<file path="config.mk">
export PLATFORM = sky130hd
export DESIGN_NAME = quad_lane_fifo
export DESIGN_NICKNAME = d
export VERILOG_FILES = /design/src/rtl/qlf_pkg.sv /design/src/rtl/qlf_lane.sv /design/src/rtl/qlf_lane_sel.sv /design/src/rtl/quad_lane_fifo.sv
export SDC_FILE = /design/constraint.sdc
export NUM_CORES = 1
export LEC_CHECK = 0
export BUFFER_PORTS_ARGS = -buffer_cell sky130_fd_sc_hd__buf_2
export CAP_MARGIN = 20
export CORE_UTILIZATION = 35
export DETAILED_ROUTE_END_ITERATION = 12
export PLACE_DENSITY = 0.49
export SLEW_MARGIN = 20
export SYNTH_ARGS = -nofsm -noshare
export SYNTH_HDL_FRONTEND = slang
export SYNTH_SLANG_ARGS = --single-unit
</file>
<file path="constraint.sdc">
create_clock -name clk -period 5.56 [get_ports clk]
set_input_delay 0.556 -clock clk [delete_from_list [all_inputs] [get_ports clk]]
set_output_delay 0.556 -clock clk [all_outputs]
set_load 0.02 [all_outputs]
</file>
<file path="src/rtl/qlf_pkg.sv">
package qlf_pkg;
    typedef enum logic [1:0] {
        OCC_EMPTY   = 2'd0,
        OCC_PARTIAL = 2'd1,
        OCC_FULL    = 2'd2
    } occ_state_e;
endpackage

</file>
<file path="src/rtl/qlf_lane.sv">
module qlf_lane #(
    parameter int BW    = 8,
    parameter int DEPTH = 16
) (
    input  logic                         clk,
    input  logic                         rst_n,
    input  logic                         clr,
    input  logic                         push,
    input  logic [BW-1:0]                din,
    input  logic                         pop,
    output logic [BW-1:0]                dout,
    output logic [$clog2(DEPTH+1)-1:0]   count,
    output logic                         full,
    output logic                         empty
);
    localparam int AW = (DEPTH > 1) ? $clog2(DEPTH) : 1;
    localparam int CW = $clog2(DEPTH+1);

    logic [BW-1:0] mem [DEPTH];
    logic [AW-1:0] wp, rp;
    logic [CW-1:0] cnt;
    logic          do_push, do_pop;

    assign full    = (cnt == CW'(DEPTH));
    assign empty   = (cnt == '0);
    assign do_push = push && !full && !clr;
    assign do_pop  = pop && !empty && !clr;
    assign dout    = mem[rp];
    assign count   = cnt;

    always_ff @(posedge clk) begin
        if (do_push) mem[wp] <= din;
    end

    always_ff @(posedge clk or negedge rst_n) begin
        if (!rst_n) begin
            wp  <= '0;
            rp  <= '0;
            cnt <= '0;
        end else if (clr) begin
            wp  <= '0;
            rp  <= '0;
            cnt <= '0;
        end else begin
            if (do_push) wp <= (wp == AW'(DEPTH-1)) ? '0 : wp + 1'b1;
            if (do_pop)  rp <= (rp == AW'(DEPTH-1)) ? '0 : rp + 1'b1;
            unique case ({do_push, do_pop})
                2'b10:   cnt <= cnt + 1'b1;
                2'b01:   cnt <= cnt - 1'b1;
                default: cnt <= cnt;
            endcase
        end
    end
endmodule

</file>
<file path="src/rtl/qlf_lane_sel.sv">
module qlf_lane_sel #(
    parameter int LANES = 4,
    parameter int SW    = 2
) (
    input  logic          clk,
    input  logic          rst_n,
    input  logic          clr,
    input  logic          word_mode,
    input  logic          step,
    output logic [SW-1:0] sel
);
    logic [SW-1:0] ptr;

    always_ff @(posedge clk or negedge rst_n) begin
        if (!rst_n) begin
            ptr <= '0;
        end else if (clr) begin
            ptr <= '0;
        end else if (step && word_mode) begin
            ptr <= (ptr == SW'(LANES-1)) ? '0 : ptr + 1'b1;
        end
    end

    assign sel = word_mode ? ptr : '0;
endmodule

</file>
<file path="src/rtl/quad_lane_fifo.sv">
module quad_lane_fifo
    import qlf_pkg::*;
#(
    parameter int LANES = 4,
    parameter int DEPTH = 16,
    parameter int BW    = 8
) (
    input  logic                  clk,
    input  logic                  rst_n,
    input  logic                  soft_clr,
    input  logic                  word_mode,
    input  logic                  host_wr,
    input  logic [LANES*BW-1:0]   host_wdata,
    input  logic                  host_rd,
    output logic [LANES*BW-1:0]   host_rdata,
    input  logic                  ser_push,
    input  logic [BW-1:0]         ser_wdata,
    input  logic                  ser_pop,
    output logic [BW-1:0]         ser_rdata,
    output logic                  full,
    output logic                  half_full,
    output logic                  empty,
    output logic                  word_avail,
    output logic                  byte_avail,
    output logic                  ill_acc
);
    localparam int CW = $clog2(DEPTH+1);
    localparam int FW = $clog2(LANES*DEPTH+1);
    localparam int SW = (LANES > 1) ? $clog2(LANES) : 1;

    logic [LANES-1:0] lane_full, lane_empty, lane_push, lane_pop;
    logic [BW-1:0]    lane_din  [LANES];
    logic [BW-1:0]    lane_dout [LANES];
    logic [CW-1:0]    lane_cnt  [LANES];
    logic [SW-1:0]    sel;

    logic hw_ok, hr_ok, sp_ok, spop_ok;
    logic acc_hw, acc_hr, acc_sp, acc_spop, illegal;
    logic ill_q;
    logic [FW-1:0] fill, fill_nxt, cap, step_w;
    occ_state_e state, state_nxt;

    // request acceptance
    assign hw_ok   = word_mode ? ~|lane_full  : ~lane_full[0];
    assign hr_ok   = word_mode ? ~|lane_empty : ~lane_empty[0];
    assign sp_ok   = ~lane_full[sel];
    assign spop_ok = ~lane_empty[sel];

    assign acc_hw   = host_wr  && hw_ok   && !soft_clr;
    assign acc_hr   = host_rd  && hr_ok   && !soft_clr;
    assign acc_sp   = ser_push && sp_ok   && !soft_clr;
    assign acc_spop = ser_pop  && spop_ok && !soft_clr;
    assign illegal  = !soft_clr && ((host_wr && !hw_ok) || (host_rd && !hr_ok) ||
                                    (ser_push && !sp_ok) || (ser_pop && !spop_ok));

    genvar k;
    generate
        for (k = 0; k < LANES; k++) begin : g_lane
            assign lane_push[k] = (acc_hw && (word_mode || k == 0)) ||
                                  (acc_sp && (sel == SW'(k)));
            assign lane_pop[k]  = (acc_hr && (word_mode || k == 0)) ||
                                  (acc_spop && (sel == SW'(k)));
            assign lane_din[k]  = acc_hw ? host_wdata[k*BW +: BW] : ser_wdata;
            assign host_rdata[k*BW +: BW] = (word_mode || k == 0) ? lane_dout[k] : '0;

            qlf_lane #(.BW(BW), .DEPTH(DEPTH)) i_lane (
                .clk   (clk),
                .rst_n (rst_n),
                .clr   (soft_clr),
                .push  (lane_push[k]),
                .din   (lane_din[k]),
                .pop   (lane_pop[k]),
                .dout  (lane_dout[k]),
                .count (lane_cnt[k]),
                .full  (lane_full[k]),
                .empty (lane_empty[k])
            );
        end
    endgenerate

    qlf_lane_sel #(.LANES(LANES), .SW(SW)) i_sel (
        .clk       (clk),
        .rst_n     (rst_n),
        .clr       (soft_clr),
        .word_mode (word_mode),
        .step      (acc_sp || acc_spop),
        .sel       (sel)
    );

    assign ser_rdata = lane_dout[sel];

    // occupancy of the active lanes
    always_comb begin
        fill = '0;
        for (int i = 0; i < LANES; i++) begin
            if (word_mode || i == 0) fill = fill + FW'(lane_cnt[i]);
        end
    end

    assign cap      = word_mode ? FW'(LANES*DEPTH) : FW'(DEPTH);
    assign step_w   = word_mode ? FW'(LANES) : FW'(1);
    assign fill_nxt = fill
                    + (acc_hw ? step_w : (acc_sp   ? FW'(1) : '0))
                    - (acc_hr ? step_w : (acc_spop ? FW'(1) : '0));

    // next-state logic
    always_comb begin
        state_nxt = state;
        if (soft_clr) begin
            state_nxt = OCC_EMPTY;                              // clear
        end else begin
            unique case (state)
                OCC_EMPTY:   if (fill_nxt != '0) state_nxt = OCC_PARTIAL;     // fill
                OCC_PARTIAL: begin
                    if (fill_nxt == '0)       state_nxt = OCC_EMPTY;          // drain
                    else if (fill_nxt == cap) state_nxt = OCC_FULL;           // top-off
                end
                OCC_FULL:    if (fill_nxt != cap) state_nxt = OCC_PARTIAL;    // release
                default:     state_nxt = OCC_EMPTY;
            endcase
        end
    end

    // state register
    always_ff @(posedge clk or negedge rst_n) begin
        if (!rst_n) begin
            state <= OCC_EMPTY;
            ill_q <= 1'b0;
        end else begin
            state <= state_nxt;
            ill_q <= illegal;
        end
    end

    // outputs
    always_comb begin
        empty      = (state == OCC_EMPTY);
        full       = (state == OCC_FULL);
        half_full  = (fill >= (cap >> 1)) && (fill != '0);
        word_avail = word_mode && !(|lane_empty);
        byte_avail = !word_mode && !lane_empty[0];
        ill_acc    = ill_q;
    end
endmodule

</file>
; ---- Yosys cells after proc, flatten, opt, wreduce, memory -nomap -nowiden
; Memory sizes are Yosys's and may differ from the RTL's.
; Cells that the tools add are included.
[totals]
input_bits = 48
output_inout_bits = 46
ram_bits = 512
regBits = 57
n_memories = 4
[classes]
bitwise_logic = 5
n_addsub = 22
eq_ne = 31
order_cmp = 3
n_reduce_logical = 94
muxes = 75
[mem_list]
columns = memory, depth, width, rd, rd_clocked_by_memory_dff, write_ports, line
row1 = g_lane[0].i_lane.mem, 16, 8, 1, 0, 1, qlf_lane.sv:19  ; logic [BW-1:0] mem [DEPTH];
row2 = g_lane[1].i_lane.mem, 16, 8, 1, 0, 1, qlf_lane.sv:19
row3 = g_lane[2].i_lane.mem, 16, 8, 1, 0, 1, qlf_lane.sv:19
row4 = g_lane[3].i_lane.mem, 16, 8, 1, 0, 1, qlf_lane.sv:19
[ops]
columns = op, n
row1 = $mux W4, 24
row2 = $mux W8, 9
row3 = $logic_and A1 B1 Y1, 43
row4 = $pmux W5 S2, 4
row5 = $add A4 B1 Y4 const B, 8
row6 = $eq A4 B4 Y1 const B, 8
row7 = $mux W7, 4
row8 = $add A5 B1 Y5 const B, 4
row9 = $eq A5 B5 Y1 const B, 4
row10 = $logic_not A5 Y1, 4
row11 = $mux W5, 4
row12 = $sub A5 B1 Y5 const B, 4
row13 = $mux W2, 9
row14 = $reduce_bool A2 Y1, 9
row15 = $bmux W8 S2, 1
row16 = $eq A2 B2 Y1 const B, 8
row17 = $add A7 B5 Y7, 2
row18 = $logic_not A1 Y1, 14
row19 = $mux W1, 14
row20 = $reduce_bool A7 Y1, 2
row21 = $eq A2 B1 Y1 const B, 6
row22 = $logic_or A1 B1 Y1, 12
row23 = $reduce_bool A3 Y1, 4
row24 = $mux W3, 3
row25 = 19 further kinds, 26

; ---- Depth between registers and ports, before layout
[depth]
ltp_word = 15
ltp_mapped = 26

; ---- Hierarchy
; Synthesis repeated with hierarchy kept, for this count alone.
[hier_totals]
cells_unflattened = 1775
hier_area_um2 = 25924.9
[by_module_without_submodules]
columns = mod, area_each_um2, cells_per_inst, seq_area_each_um2, instances
row1 = qlf_lane (g_lane[1].i_lane ...), 5895.7, 363, 4169.0, 2
row2 = qlf_lane (g_lane[0].i_lane), 5906.9, 357, 4169.0, 1
row3 = qlf_lane (g_lane[3].i_lane), 5870.6, 356, 4169.0, 1
row4 = quad_lane_fifo, 2225.9, 325, 75.1, 1
row5 = qlf_lane_sel, 130.1, 11, 50.0, 1

; ---- Worst setup path before layout
; Ideal clock, no wire load.
[synth_path]
path_type = input -> register
from = input word_mode
to = register state[1]
setup_ps = 101
path_buffers = 5
cell_stages = 24
required_ps = 5459
t_arrival_ps = 6051
slack_ps = -592
cell_sequence = clkbuf_1 clkbuf_1 clkbuf_1 clkbuf_1 clkbuf_1 nand2_1 nand2_1 ha_1 fa_1 nand2_1 nand2_1 fa_1 xnor2_1 a21oi_1 fa_1 ha_1 nor2b_1 o21ai_0 a21boi_0 o21ai_0 a211o_1 a2111oi_2 nor3_1 nor4_1
[synth_via]
elab_chain_cells = 14
[synth_lines]
columns = element, line
row1 = start: declaration, quad_lane_fifo.sv:11  ; input logic word_mode,
row2 = "parallel branches: the longest is 14 deep, another holds $add A7 B5 Y7", --
row3 = end signal: assignment, quad_lane_fifo.sv:130  ; state <= state_nxt;
row4 = end: declaration, quad_lane_fifo.sv:41  ; occ_state_e state, state_nxt;
; Several ways; the timed one is not identified. The select of a mux whose other input is x is not followed.
; A chain may end at the register's enable or synchronous reset.

; ---- Final worst setup path
[layout_path]
from = register g_lane[0].i_lane.cnt[0]
to = output half_full
[layout_via]
elab_chain_cells = 8
[layout_lines]
columns = element, line
row1 = start: declaration, qlf_lane.sv:21  ; logic [CW-1:0] cnt;
row2 = start signal: assignment, qlf_lane.sv:48  ; 2'b10: cnt <= cnt + 1'b1;
row3 = start signal: assignment, qlf_lane.sv:49  ; 2'b01: cnt <= cnt - 1'b1;
row4 = start signal: assignment, qlf_lane.sv:50  ; default: cnt <= cnt;
row5 = $add A5 B5 Y6, quad_lane_fifo.sv:96  ; if (word_mode || i == 0) fill = fill + FW'(lane_cnt[i]);
row6 = $mux W7 (*), quad_lane_fifo.sv:96
row7 = $add A7 B5 Y7, quad_lane_fifo.sv:96
row8 = $mux W7 (*), quad_lane_fifo.sv:96
row9 = $add A7 B5 Y7, quad_lane_fifo.sv:96
row10 = $mux W7 (*), quad_lane_fifo.sv:96
row11 = $ge A7 B6 Y1 or $reduce_bool A7 Y1 (tied branches), quad_lane_fifo.sv:139  ; half_full = (fill >= (cap >> 1)) && (fill != '0);
row12 = $logic_and A1 B1 Y1 (*), quad_lane_fifo.sv:139
row13 = end: declaration, quad_lane_fifo.sv:21  ; output logic half_full,
; Every way passes the cells marked *; elsewhere a longest branch is shown, timed or not.

==> results_dict.tcl <==
set metrics [dict create \
    finalHoldViolations 0 \
    first_global_vias 15623 \
    dpl_cell_area_mm2 0.0275 \
    initial_core_util 0.353 \
    p_leak_nw 10.3 \
    switching_share 0.289 \
    synth-main-ff-cell "edfxtp_1" \
    via_per_inst 5.39 \
    final_nets 1995 \
    cts_buffers 61 \
    maxSlewViolCount 0 \
    pwr-share-clk 0.353 \
    worstPathRequired_ps 5000 \
    core_area_mm2 0.0730 \
    post-route-worst-setup-slack_ps 276 \
    postSynthAreaPerCell_um2 14.6 \
    clkTransAtPathRegs_ps 60 \
    worstPathArrival_ps 4730 \
    synth_top_family_by_area "multiplexers" \
    pwr-share-comb 0.201 \
    synthXorXnorAreaFrac 0.0111 \
    dp.cells 2772 \
    hold_buffers 0 \
    yosys.area.top_type_share 0.597 \
    synth-seq-cells 569 \
    io_buffer_count 93 \
    instances_no_fill 2892 \
    syn-num-nets 1878 \
    max_freq_mhz 189 \
    wl_per_cell_um 23.7 \
    synth-compound-area-share 0.101 \
    synthMuxAreaShare 0.111 \
    drive_gt1_frac 0.194 \
    cts-root-buf "clkbuf_16" \
    slew_headroom 0.338 \
    fin_area_mm2 0.0296 \
    clkLatencyLatePin_ps 620 \
    cts_buffer_depth 3 \
    final_cell_mix "512 x edfxtp_1, 173 x nand2_1, 114 x mux2i_1" \
    grt_max_degree 58 \
    synth_area_leaders "edfxtp_1 60%, mux4_2 5.6%, dfrtp_1 5.5%" \
    gp_congestion 0.800 \
    synth_cell_type_count 75 \
    internal-power_mw 8.04 \
    critical_path_class "reg2out" \
    final_common_cell "edfxtp_1" \
    hpwl_mm 47.4 \
    dieArea_mm2 0.0747 \
    rsz0062_at_grt "false" \
    async_flop_share 0.100 \
    cts.sinks 569 \
    drt_pass1_iterations 4 \
    rows 99 \
    h-tree-depth 2 \
    wirelength_mm 68.5 \
    final-setup-viol-count 0 \
    first_iter_violations 1159 \
    drc_errors 0 \
    endpoint_kind "primary output" \
    cts_tree "yes" \
    netlist_area_mm2 0.0258 \
    vdd_drop_max_uv 288 \
    p_per_area_mw_per_mm2 382 \
    worst_clock_skew_ps 11.3 \
    setup_tns_ps 0 \
    synthAdderAreaFrac 0.0347 \
    areaGrowthSynthToFinish_pct 14.9 \
    ys_seq_area_frac 0.652 \
    maxCapViolCount 0 \
    finalPower_mw 11.3 \
    grt_usage 0.183 \
    outcome "finished clean" \
    num_vias 15595 \
    yosys.area_share.simple 0.0703 \
    die_h_um 273 \
    finalCritPeriodShare 0.950 \
    ys_warn_count 0 \
    grt_pass1_wl_mm 102 \
    place_ws_ps 75.1 \
    p_switching_mw 3.27 \
    p_seq_frac 0.447 \
    worst_setup_path_start_kind "flop" \
    grt_overflow_total 0 \
    min_period_ps 5280 \
    ioPinCount 94 \
    critical_path.max_fanout 4 \
    synth_edf_count 512 \
    tightest_slew_ps 982 \
    ant_nets 0 \
    antenna_found_initial 5 \
    holdCritPathClass "in2async" \
    yosys.area.top_type "edfxtp_1" \
    synth_cells 1764 \
    dieWidth_um 273 \
]
[through the flow]
stage | util | hold WS (ps)
after floorplan | - | 260
after global placement | 0.377 | 601
after detailed placement | 0.377 | 610
after CTS | 0.404 | 37.3
after global routing | 0.406 | 88.2
final | 0.406 | 36.1
[kinds of logic (layout without fill, tap and decap cells)]
| logic type | count (synthesis) | after routing |
|---|---|---|
| other | 0 | 2 |
| AND/OR/NAND/NOR | 381 | 381 |
| AO/OA/AOI/OAI | 388 | 388 |
| XOR/XNOR | 30 | 30 |
| flip-flops | 569 | 569 |
| multiplexers | 203 | 203 |
| adder cells (fa/ha/maj) | 66 | 66 |
| buffers and inverters | 127 | 294 |
[state kept, by name, summed over array words and instances (netlist names)]
signal / cells
g_lane.i_lane.count: 20
g_lane.i_lane.mem: 512
g_lane.i_lane.rp: 16
g_lane.i_lane.wp: 16
i_sel.ptr: 2
ill_acc: 1
state: 2
[layer usage]
layer | up-vias | wire length (um) | global-route usage
li1 | 7150 | - | -
met1 | 7970 | 31100 | 0.255
met2 | 383 | 32100 | 0.297
met3 | 88 | 3850 | 0.0304
met4 | 4 | 1380 | 0.0447
met5 | - | 23 | 0
[synthesized netlist by cell type, types with 12 or more instances]
cell      instances
a21oi_1          92
dfrtp_1          57
mux2_2           25
buf_1            12
mux4_2           64
nor3_1           19
inv_1            27
xnor2_1          15
and2_1           13
clkbuf_1         62
and3_1           16
a22oi_1          33
buf_2            25
a21o_1           31
a221oi_1         44
o21ai_0          94
nand3_1          31
nor2b_1          12
ha_1             57
mux2i_1         114
edfxtp_1        512
xor2_1           13
nand2_1         173
nor2_1           67
[area by class of cell]
cell class              instances  area, um2
repair buffers                153        931
clock inverters                21        194
fillers                      6653      43300
clock buffers                  92       1760
multi-input cells            1068       8630
diodes                          2       5.00
well taps                     959       1200
flip-flops and latches        569      16800
inverters                      28        105
[critical path, cell delays in order, from the launching register on]
cell and delay, ps:
dfrtp_1 390, ha_1 250, fa_1 490, xnor2_2 200
a21oi_2 90, ha_1 350, a21o_1 190, a21oi_1 210
xor2_1 160, o21ai_1 80, ha_1 360, a21o_1 190
a31oi_2 210, or3_1 140, o2bb2ai_1 100, or3_1 440
nand2_1 90, buf_2 170
[repair_timing]
action / CTS / global route
setup endpoints to repair: 0 / 3
gates resized for setup: 0 / 19
buffers inserted: 0 / 5
[final timing paths]
check,slack [ps],from,cells past startpoint,end
min,40,rst_n,1,state[1]
min reg2reg,610,g_lane[1].i_lane.count[4],1,g_lane[1].i_lane.count[4]
max in group asynchronous,4910,rst_n,1,g_lane[2].i_lane.rp[0]
min in group clk,270,ser_pop,3,ill_acc
max reg2reg,290,g_lane[0].i_lane.count[0],20,state[0]
max,280,g_lane[0].i_lane.count[0],17,half_full
[power groups by stage]
stage / sequential (mW) / combinational [mW] / clock [mW]
detailed placement: 5.14 / 2.18 / 0
CTS: 5.06 / 2.19 / 4.08
global route: 5.07 / 2.49 / 4.22
floorplan: 5.06 / 1.48 / 0
global placement: 5.14 / 2.15 / 0
finish: 5.05 / 2.27 / 3.99
No activity file was read; power rests on OpenSTA's default activity.
